### src/rtl/rxdma_pkg.sv
package rxdma_pkg;
    typedef enum logic [1:0] {S_HOLD, S_READY, S_BURST, S_INTR} rx_state_e;

    localparam int CMD_TERM_BIT = 9;
    localparam int CMD_DISC_BIT = 8;
    localparam logic [3:0] IDX_CMD = 4'h8;
    localparam logic [3:0] IDX_ISR = 4'h9;
endpackage

### src/rtl/rxdma_buf.sv
module rxdma_buf #(
    parameter int AW = 16
) (
    input  logic          clk,
    input  logic          rst_n,
    input  logic          wr_start,
    input  logic          wr_lim,
    input  logic          wr_stat,
    input  logic [AW-1:0] wdata,
    input  logic          adv,
    input  logic [AW-1:0] adv_amt,
    input  logic          close,
    input  logic          set_err,
    output logic          own,
    output logic          done,
    output logic          err,
    output logic [AW-1:0] start_addr,
    output logic [AW-1:0] cur_addr,
    output logic [AW-1:0] lim_addr
);
    logic [AW:0] sum;
    logic [AW-1:0] adv_next;

    always_comb begin
        sum = {1'b0, cur_addr} + {1'b0, adv_amt};
        adv_next = (sum > {1'b0, lim_addr}) ? lim_addr : sum[AW-1:0];
    end

    always_ff @(posedge clk or negedge rst_n) begin
        if (!rst_n) begin
            own <= 1'b0; done <= 1'b0; err <= 1'b0;
            start_addr <= '0; cur_addr <= '0; lim_addr <= '0;
        end else begin
            if (adv) cur_addr <= adv_next;
            if (set_err) err <= 1'b1;
            if (close) begin
                own  <= 1'b0;
                done <= 1'b1;
            end
            if (wr_start) begin
                start_addr <= wdata;
                cur_addr   <= wdata;
                done <= 1'b0;
                err  <= 1'b0;
            end
            if (wr_lim) lim_addr <= wdata;
            if (wr_stat) begin
                own <= wdata[0];
                if (wdata[0]) done <= 1'b0;
            end
        end
    end

    AST_GAP_CLAMP: assert property (@(posedge clk) disable iff (!rst_n)
        (adv && !wr_start && !wr_lim && cur_addr <= lim_addr) |=> cur_addr <= lim_addr);
    AST_ERR_STICKY: assert property (@(posedge clk) disable iff (!rst_n)
        (set_err && !wr_start) |=> err);
    AST_CLOSE_DROPS_OWN: assert property (@(posedge clk) disable iff (!rst_n)
        (close && !wr_stat) |=> (!own && done));
endmodule

### src/rtl/rxdma_blen.sv
module rxdma_blen #(
    parameter int AW    = 16,
    parameter int LW    = 6,
    parameter int BMAX  = 16,
    parameter int LEN_W = $clog2(BMAX+1)
) (
    input  logic [LW-1:0]    level,
    input  logic [AW-1:0]    cur,
    input  logic [AW-1:0]    lim,
    output logic [LEN_W-1:0] len
);
    logic [AW-1:0] room, lv, cap, m;

    always_comb begin
        room = lim - cur;
        lv   = AW'(level);
        cap  = AW'(BMAX);
        m    = (lv < cap) ? lv : cap;
        m    = (room < m) ? room : m;
        len  = LEN_W'(m);
    end
endmodule

### src/rtl/rxdma_dbuf.sv
module rxdma_dbuf
    import rxdma_pkg::*;
#(
    parameter int AW    = 16,
    parameter int LW    = 6,
    parameter int BMAX  = 16,
    parameter int LEN_W = $clog2(BMAX+1)
) (
    input  logic             clk,
    input  logic             rst_n,
    input  logic             reg_we,
    input  logic [3:0]       reg_addr,
    input  logic [AW-1:0]    reg_wdata,
    output logic [AW-1:0]    reg_rdata,
    input  logic             rx_timeout,
    input  logic             rx_exc,
    input  logic [LW-1:0]    fifo_level,
    output logic             fifo_pop,
    output logic [LEN_W-1:0] fifo_pop_len,
    output logic             fifo_drop,
    output logic             mem_req,
    output logic [AW-1:0]    mem_addr,
    output logic [LEN_W-1:0] mem_len,
    input  logic             mem_ack,
    input  logic             mem_err,
    output logic             irq
);
    rx_state_e state, next;
    logic sel, flip;
    logic pend_to, pend_ex, isr_be;

    logic          own_a [2];
    logic          done_a [2];
    logic          err_a [2];
    logic [AW-1:0] start_a [2];
    logic [AW-1:0] cur_a [2];
    logic [AW-1:0] lim_a [2];
    logic          adv_a [2];
    logic          close_a [2];
    logic          seterr_a [2];
    logic [AW-1:0] adv_amt;
    logic [LEN_W-1:0] blen;

    logic cmd_wr, any_pend, cur_full;
    logic do_adv, do_close, do_err;

    assign cmd_wr   = reg_we && (reg_addr == IDX_CMD);
    assign any_pend = pend_to || pend_ex;
    assign cur_full = (cur_a[sel] == lim_a[sel]);

    for (genvar i = 0; i < 2; i++) begin : g_buf
        localparam logic [3:0] BASE = 4'(i * 4);
        assign adv_a[i]    = do_adv   && (sel == 1'(i));
        assign close_a[i]  = do_close && (sel == 1'(i));
        assign seterr_a[i] = do_err   && (sel == 1'(i));
        rxdma_buf #(.AW(AW)) i_buf (
            .clk(clk), .rst_n(rst_n),
            .wr_start(reg_we && reg_addr == BASE),
            .wr_lim(reg_we && reg_addr == (BASE | 4'd1)),
            .wr_stat(reg_we && reg_addr == (BASE | 4'd2)),
            .wdata(reg_wdata),
            .adv(adv_a[i]), .adv_amt(adv_amt),
            .close(close_a[i]), .set_err(seterr_a[i]),
            .own(own_a[i]), .done(done_a[i]), .err(err_a[i]),
            .start_addr(start_a[i]), .cur_addr(cur_a[i]), .lim_addr(lim_a[i])
        );
    end

    rxdma_blen #(.AW(AW), .LW(LW), .BMAX(BMAX), .LEN_W(LEN_W)) i_blen (
        .level(fifo_level), .cur(cur_a[sel]), .lim(lim_a[sel]), .len(blen)
    );

    // next-state decision
    always_comb begin
        next = state;
        unique case (state)
            S_HOLD:  if (any_pend) next = S_INTR;
                     else if (own_a[sel]) next = S_READY;
            S_READY: if (any_pend) next = S_INTR;
                     else if (!own_a[sel]) next = S_HOLD;
                     else if (!cur_full && blen != '0) next = S_BURST;
            S_BURST: if (mem_err) next = S_INTR;
                     else if (mem_ack) next = S_READY;
            S_INTR:  if (cmd_wr) next = S_READY;
        endcase
    end

    // per-state outputs and buffer controls
    always_comb begin
        do_adv = 1'b0; do_close = 1'b0; do_err = 1'b0; flip = 1'b0;
        fifo_pop = 1'b0; fifo_drop = 1'b0; adv_amt = '0;
        fifo_pop_len = mem_len;
        unique case (state)
            S_HOLD: ;
            S_READY: if (!any_pend && own_a[sel] && cur_full) begin
                do_close = 1'b1;
                flip     = 1'b1;
            end
            S_BURST: if (mem_err) begin
                do_err = 1'b1;
            end else if (mem_ack) begin
                do_adv   = 1'b1;
                adv_amt  = AW'(mem_len);
                fifo_pop = 1'b1;
            end
            S_INTR: if (cmd_wr) begin
                adv_amt   = AW'(reg_wdata[7:0]);
                do_adv    = (reg_wdata[7:0] != 8'd0);
                fifo_drop = reg_wdata[CMD_DISC_BIT];
                do_close  = reg_wdata[CMD_TERM_BIT];
                flip      = reg_wdata[CMD_TERM_BIT];
            end
        endcase
    end

    // state register and latched request
    always_ff @(posedge clk or negedge rst_n) begin
        if (!rst_n) begin
            state <= S_HOLD; sel <= 1'b0;
            mem_req <= 1'b0; mem_addr <= '0; mem_len <= '0;
            pend_to <= 1'b0; pend_ex <= 1'b0; isr_be <= 1'b0;
        end else begin
            state   <= next;
            mem_req <= (next == S_BURST);
            if (flip) sel <= ~sel;
            if (state == S_READY && next == S_BURST) begin
                mem_addr <= cur_a[sel];
                mem_len  <= blen;
            end
            if (state == S_INTR && cmd_wr) begin
                pend_to <= 1'b0; pend_ex <= 1'b0; isr_be <= 1'b0;
            end else begin
                if (rx_timeout) pend_to <= 1'b1;
                if (rx_exc)     pend_ex <= 1'b1;
                if (do_err)     isr_be  <= 1'b1;
            end
        end
    end

    assign irq = (state == S_INTR);

    // host read mux
    always_comb begin
        reg_rdata = '0;
        if (!reg_addr[3]) begin
            unique case (reg_addr[1:0])
                2'd0: reg_rdata = start_a[reg_addr[2]];
                2'd1: reg_rdata = lim_a[reg_addr[2]];
                2'd2: reg_rdata = AW'({err_a[reg_addr[2]], done_a[reg_addr[2]], own_a[reg_addr[2]]});
                2'd3: reg_rdata = cur_a[reg_addr[2]];
            endcase
        end else if (reg_addr == IDX_ISR) begin
            reg_rdata = AW'({sel, pend_ex, isr_be, pend_to});
        end
    end

    AST_REQ_NEEDS_OWN: assert property (@(posedge clk) disable iff (!rst_n)
        mem_req |-> own_a[sel]);
    AST_REQ_STABLE: assert property (@(posedge clk) disable iff (!rst_n)
        (mem_req && !mem_ack && !mem_err) |=> (mem_req && $stable(mem_addr) && $stable(mem_len)));
    AST_LEN_BOUND: assert property (@(posedge clk) disable iff (!rst_n)
        mem_req |-> (mem_len != '0 && mem_len <= LEN_W'(BMAX)));
    AST_IRQ_HALTS: assert property (@(posedge clk) disable iff (!rst_n)
        irq |-> !mem_req);
    AST_ERR_NO_POP: assert property (@(posedge clk) disable iff (!rst_n)
        (mem_req && mem_err) |-> !fifo_pop);
    AST_ERR_HOLDS_CUR: assert property (@(posedge clk) disable iff (!rst_n)
        (mem_req && mem_err) |=> (cur_a[sel] == $past(mem_addr)));
    AST_PEND_RAISES_IRQ: assert property (@(posedge clk) disable iff (!rst_n)
        (state == S_READY && any_pend) |=> irq);
endmodule

### config.mk
export PLATFORM = sky130hd
export DESIGN_NAME = rxdma_dbuf
export DESIGN_NICKNAME = d
export VERILOG_FILES = /design/src/rtl/rxdma_pkg.sv /design/src/rtl/rxdma_buf.sv /design/src/rtl/rxdma_blen.sv /design/src/rtl/rxdma_dbuf.sv
export SDC_FILE = /design/constraint.sdc
export NUM_CORES = 1
export LEC_CHECK = 0
export ABC_AREA = 1
export BUFFER_PORTS_ARGS = -buffer_cell sky130_fd_sc_hd__buf_2
export CORE_AREA = 8 8 280 201
export DETAILED_ROUTE_END_ITERATION = 7
export DIE_AREA = 0 0 288 209
export PLACE_DENSITY = 0.38
export SETUP_SLACK_MARGIN = 0.3
export SLEW_MARGIN = 30
export SYNTH_ARGS = -nofsm -noshare
export SYNTH_HDL_FRONTEND = slang
export SYNTH_HIERARCHICAL = 1
export SYNTH_SLANG_ARGS = --single-unit
### constraint.sdc
create_clock -name clk -period 6.5 [get_ports clk]
set_input_delay 1.625 -clock clk [delete_from_list [all_inputs] [get_ports clk]]
set_output_delay 1.625 -clock clk [all_outputs]
set_load 0.03 [all_outputs]
* After elaboration in Yosys (flattened, before gate mapping)
Cells that the tools add are included.
** Storage, ports and cells
- Memory bits (writable) :: 0
- Memory bits (read-only) :: 0
- Register bits after elaboration :: 130
- Memories kept :: 0
- Output and inout bits :: 46
- Bits in latches :: 0
** Cells by class
- Magnitude comparators :: 6
- Muxes and demuxes :: 85
- Shift-type cells :: 0
- Bitwise gates (word level) :: 3
- $add $sub $neg :: 3
- Equality and inequality tests :: 15
- Div/mod/pow operators :: 0
- Multipliers :: 0
- Reductions and logical operators :: 35
** Operator list (number)
- $mux 16 :: 22
- $pmux 16 s4 :: 1
- $mux 1 :: 44
- $add 16x8->17 :: 2
- $gt 17x16->1 :: 2
- $logic_and 1x1->1 :: 18
- $reduce_bool 2->1 :: 9
- $eq 16x16->1 :: 1
- $lt 16x6->1 :: 1
- $mux 2 :: 8
- $pmux 8 s2 :: 1
- $sub 16x16->16 :: 1
- $mux 5 :: 3
- $eq 4x3->1 const B :: 3
- $eq 2x2->1 const B :: 5
- $eq 4x4->1 const B :: 2
- $mux 8 :: 1
- $pmux 2 s4 :: 1
- $reduce_bool 8->1 :: 1
- $lt 6x5->1 const B :: 1
- $mux 6 :: 1
- $reduce_bool 5->1 :: 1
- $eq 2x1->1 const B :: 2
- $eq 4x1->1 const B :: 1
- other kinds (10) :: 15

* Depth between registers and ports, before layout
- Depth in word-level cells :: 15
- Mapped depth :: 31
- Gate-level depth less buffers :: 30

* Hierarchy
Netlist, hierarchy kept.
** Modules (own cells, without submodules)
- rxdma_buf at g_buf[1].i_buf :: area each 3668.5 um^2, cells each 480, instances 1, sequential area each 1276.2 um^2
- rxdma_buf at g_buf[0].i_buf :: area each 3646.0 um^2, cells each 478, instances 1, sequential area each 1276.2 um^2
- rxdma_dbuf :: area each 3578.4 um^2, cells each 665, instances 1, sequential area each 700.7 um^2
- rxdma_blen :: area each 1406.3 um^2, cells each 272, instances 1, sequential area each 0.0 um^2

* Worst setup path before layout
Ideal clock, no wire load.
- Kind :: input -> register
- From :: input mem_err
- To :: register g_buf[0].i_buf.cur_addr[10]
- Buffers on the path :: 1
- Slack :: 0.977 ns
- Stages :: 27
- Data arrival time :: 5.402 ns
- Library setup time :: 0.121 ns
- Required time :: 6.379 ns
- Path through :: nor4_2 a22o_1 ha_1 a21oi_2 nand2_1 nand2_2 nand2_4 a21oi_1 o21ai_0 nand2_1 inv_1 nor2_1 inv_1 ha_1 nand2_1 nor2_1 nor3b_4 nand2_1 nand2_1 nand2_1 nand2_1 nand2_1 nand2_2 buf_2 nand3_1 nand3_1 nand2_1
** Between the ends
- Longest elaborated chain between the ends :: 7
** Ends and longest elaborated chain
- start: declaration :: RTL line rxdma_dbuf.sv:25 : input logic mem_err,
- $mux 5 (*) :: RTL line rxdma_dbuf.sv:99 : S_BURST: if (mem_err) begin
- $pmux 8 s2 (*) :: RTL line rxdma_dbuf.sv:93 : unique case (state)
- net adv_amt[3] :: RTL line rxdma_dbuf.sv:41 : logic [AW-1:0] adv_amt;
- $add 16x8->17 (*) :: RTL line rxdma_buf.sv:25 : sum = {1'b0, cur_addr} + {1'b0, adv_amt};
- $gt 17x16->1 :: RTL line rxdma_buf.sv:26 : adv_next = (sum > {1'b0, lim_addr}) ? lim_addr : sum[AW-1:0];
- $mux 16 (*) :: RTL line rxdma_buf.sv:26
- $mux 16 (*) :: RTL line rxdma_buf.sv:34 : if (adv) cur_addr <= adv_next;
- $mux 16 (*) :: RTL line rxdma_buf.sv:40 : if (wr_start) begin
- end signal: assignment :: RTL line rxdma_buf.sv:34
- end signal: assignment :: RTL line rxdma_buf.sv:42 : cur_addr <= wdata;
- end: declaration :: RTL line rxdma_buf.sv:18 : output logic [AW-1:0] cur_addr,
Mark *: on every way through the listed nets, which the timed path passes. The rest lies on a longest branch. The select of a mux whose other input is x is not followed.
A chain may end at the register's enable or synchronous reset.

* Worst setup path after layout
- From :: input reg_addr[3]
- To :: register g_buf[0].i_buf.cur_addr[3]
** Between the ends
- Longest elaborated chain between the ends :: 9
** Ends and longest elaborated chain
- start: declaration :: RTL line rxdma_dbuf.sv:12 : input logic [3:0] reg_addr,
- $eq 4x4->1 (*) :: RTL line rxdma_dbuf.sv:47 : assign cmd_wr = reg_we && (reg_addr == IDX_CMD);
- $logic_and 1x1->1 (*) :: RTL line rxdma_dbuf.sv:47
- $mux 8 (*) :: RTL line rxdma_dbuf.sv:106 : S_INTR: if (cmd_wr) begin
- $pmux 8 s2 (*) :: RTL line rxdma_dbuf.sv:93
- net adv_amt[0] :: RTL line rxdma_dbuf.sv:41
- $add 16x8->17 (*) :: RTL line rxdma_buf.sv:25
- $gt 17x16->1 :: RTL line rxdma_buf.sv:26
- $mux 16 (*) :: RTL line rxdma_buf.sv:26
- $mux 16 (*) :: RTL line rxdma_buf.sv:34
- $mux 16 (*) :: RTL line rxdma_buf.sv:40
Marked as above.

==> impl_metrics.env <==
export IMPL_status="finished clean"
export IMPL_synth_edff_count=0
export IMPL_worst_skew_pair_late_latency_ns=0.44
export IMPL_seq_area_mm2=0.00325
export IMPL_worst_path_max_fanout=16
export IMPL_die_boundary_width_um=288
export IMPL_maxCapViolCount=0
export IMPL_timing_fmax_ghz=0.175
export IMPL_synth_cell_types=58
export IMPL_timing_final_crit_share_pct=88.1
export IMPL_layout_drive_gt1_share_pct=11.7
export IMPL_first_pass_grt_wire_length_mm=74.8
export IMPL_ys_ff_latch=130
export IMPL_tritoncts_num_buffers=17
export IMPL_tritoncts_clock_tree="done"
export IMPL_irDropWorstVdd_mv=0.187
export IMPL_clkSlewWorstSetupHoldPaths_ns=0.06
export IMPL_cts_root_buf="clkbuf_16"
export IMPL_rsz0062_at_grt="no"
export IMPL_synth_seq_area_share_pct=26.4
export IMPL_htreeDepth=4
export IMPL_total_number_of_yosys_warnings=6
export IMPL_critical_path_slowest_stage_cell="nand3_2"
export IMPL_portBuffers=78
export IMPL_cp_slowest_stage_delay_ns=0.47
export IMPL_timing_worst_slew_pin_value_ns=0.822
export IMPL_post_dp_hpwl_mm=39.9
export IMPL_p_leak_uw=0.00768
export IMPL_finalCriticalPeriod_ns=5.73
export IMPL_grt_max_degree=53
export IMPL_synthesis_instances=1895
export IMPL_power_density_mw_per_mm2=481
export IMPL_worst_endpoint_arrival_ns=6.11
export IMPL_finalSetupTns_ns=0
export IMPL_post_route_wl_mm=49.1
export IMPL_post_synth_top_area_fraction_pct=26.4
export IMPL_postSynthAreaPerCell_um2=6.49
export IMPL_ioPinCount=79
export IMPL_detail_route_wl_per_cell_um=18.4
export IMPL_number_of_antenna_violations_at_the_first_check_in_global_routing=1
export IMPL_placementRows=70
export IMPL_post_synthesis_cell_area_mm2=0.0123
export IMPL_post_layout_total_power_uw=6720
export IMPL_synth_cells_most_frequent="600 x nand2_1, 308 x inv_1, 130 x dfrtp_1, 126 x o21ai_0"
export IMPL_gp_congestion=0.877
export IMPL_groute_usage_overall_pct=16.2
export IMPL_drt_first_pass_iters=5
export IMPL_ant_nets=0
export IMPL_coreArea_mm2=0.0517
export IMPL_syn2layout_area_growth_pct=13.5
export IMPL_path_type_of_the_worst_min_delay_path="reg -> reg"
export IMPL_clock_sinks=130
export IMPL_most_frequently_used_flop_master_after_synthesis="dfrtp_1"
export IMPL_globalRoute_totalOverflow=0
export IMPL_vias=12373
export IMPL_drv_slew=0
export IMPL_synthMostInstantiatedCell="nand2_1"
export IMPL_clk_path_buf_depth=2
export IMPL_via_count_of_the_first_global_routing_pass=11879
export IMPL_number_of_drc_violations_after_detailed_routing=0
export IMPL_required_ns=6.88
export IMPL_timing_worst_setup_path_type="in -> reg"
export IMPL_die_height_um=209
export IMPL_die_area_mm2=0.0602
export IMPL_max_slew_margin_rel_pct=45.1
export IMPL_drt_iter0_drc=1020
export IMPL_via_per_inst=4.65
export IMPL_synth_area_top_cells="dfrtp_1 26%, nand2_1 18%, inv_1 9.4%, ha_1 8.5%, o21ai_0 5.1%"
export IMPL_setup_viol_count_final=0
export IMPL_multi_input_combinational_cell_area_mm2=0.00750
export IMPL_final_setup_skew_ns=0.0124
export IMPL_n_fill_cell=5887
export IMPL_place_inst=2628
export IMPL_start_kind="input pin"
export IMPL_post_synth_top_area_cell="dfrtp_1"
export IMPL_fin_nets=2083
export IMPL_final_hold_violation_count=0
export IMPL_timing_critical_path_to_type="flop"
export IMPL_post_cts_repair_setup_buffers=0
export IMPL_layoutNonFillerInstCount=2662
export IMPL_async_flop_share_pct=100
export IMPL_initial_core_util_pct=23.8
-- path summary, 6_finish.rpt --
kind | startpoint | to | slack, ns | cells past startpoint
max | reg_addr[3] | g_buf[0].i_buf/cur_addr[3]$_DFFE_PN0P_ | 0.77 | 26
max in group asynchronous | rst_n | g_buf[0].i_buf/start_addr[10]$_DFFE_PN0P_ | 4.32 | 2
min in group asynchronous | rst_n | g_buf[1].i_buf/start_addr[1]$_DFFE_PN0P_ | 1.09 | 1
min | mem_addr[5]$_DFFE_PN0P_ | mem_addr[5]$_DFFE_PN0P_ | 0.47 | 2
max reg2reg | sel$_DFFE_PN0N_ | mem_addr[0]$_DFFE_PN0P_ | 1.56 | 27
min reg2reg | mem_addr[5]$_DFFE_PN0P_ | mem_addr[5]$_DFFE_PN0P_ | 0.47 | 2
-- power by group --
part,switching (µW),internal (µW)
sequential,282,1010
combinational,3040,1380
clock,424,571
-- cell type report --
cell class | count | area share (%)
inverter | 317 | 8.54
tap | 684 | 6.13
multi-input combinational | 1395 | 53.7
sequential | 130 | 23.3
antenna | 3 | 0.0538
timing repair buffer | 102 | 4.13
clock inverter | 13 | 1.08
clock buffer | 18 | 3.07
-- sequential cells by signal (all words and copies together) (netlist names) --
| signal | cells |
|---|---|
| fifo_pop_len | 5 |
| g_buf.i_buf/cur_addr | 32 |
| g_buf.i_buf/done | 2 |
| g_buf.i_buf/err | 2 |
| g_buf.i_buf/lim_addr | 32 |
| g_buf.i_buf/own | 2 |
| g_buf.i_buf/start_addr | 32 |
| isr_be | 1 |
| mem_addr | 16 |
| mem_req | 1 |
| pend_ex | 1 |
| pend_to | 1 |
| sel | 1 |
| state | 2 |
-- timing repair --
item	CTS	global route
endpoints found under the setup margin	0	3
hold buffers	0	0
gates resized for setup	0	1
-- cells by family (layout without fill, tap and decap cells) --
group / count (synthesis) / count (layout) / synth area share [%]
compound gates: 274 / 274 / 13.1
xor+xnor: 25 / 25 / 1.78
simple gates: 989 / 989 / 36.0
other cells: 2 / 20 / 0.0611
mux: 3 / 3 / 0.244
fa+ha+maj: 87 / 87 / 9.03
buf+inv: 385 / 450 / 13.3
flops: 130 / 130 / 26.4
-- worst max-delay path: cells and delay by family --
family | cells | cell delay [ns]
AND/OR/NAND/NOR | 16 | 2.50
AO/OA/AOI/OAI | 3 | 0.78
adder cells (fa/ha/maj) | 2 | 0.56
buffers and inverters | 4 | 0.42
XOR/XNOR | 1 | 0.21
-- through the flow --
step	util (%)	hold WS [ns]	setup slack (ns)	cell area, µm²
after global placement	25.9	0.453	0.283	13400
after global routing	27.0	0.501	0.374	14000
after detailed placement	25.9	0.454	0.324	13400
after CTS	27.0	0.474	0.781	14000
after floorplan	-	0.442	0.977	12400
final	27.0	0.467	0.771	14000
-- cell usage in the layout (no fill, tap or decap), types with 20 or more instances in the layout --
cell	n
nand3_2	26
dfrtp_1	129
nand4_1	39
o21ai_0	126
buf_2	77
xor2_1	21
a21oi_1	60
a21boi_0	32
nor2_1	120
buf_4	24
nand3_1	124
nand2_1	600
nand2_2	20
ha_1	84
inv_1	308
-- layer usage --
metal  share of wire, %  track usage (%)
met1                 52             24.9
met3                6.2             2.81
met5                  0                0
met2                 40             23.1
met4                1.9             3.53
(Power assumes the default switching activity.)
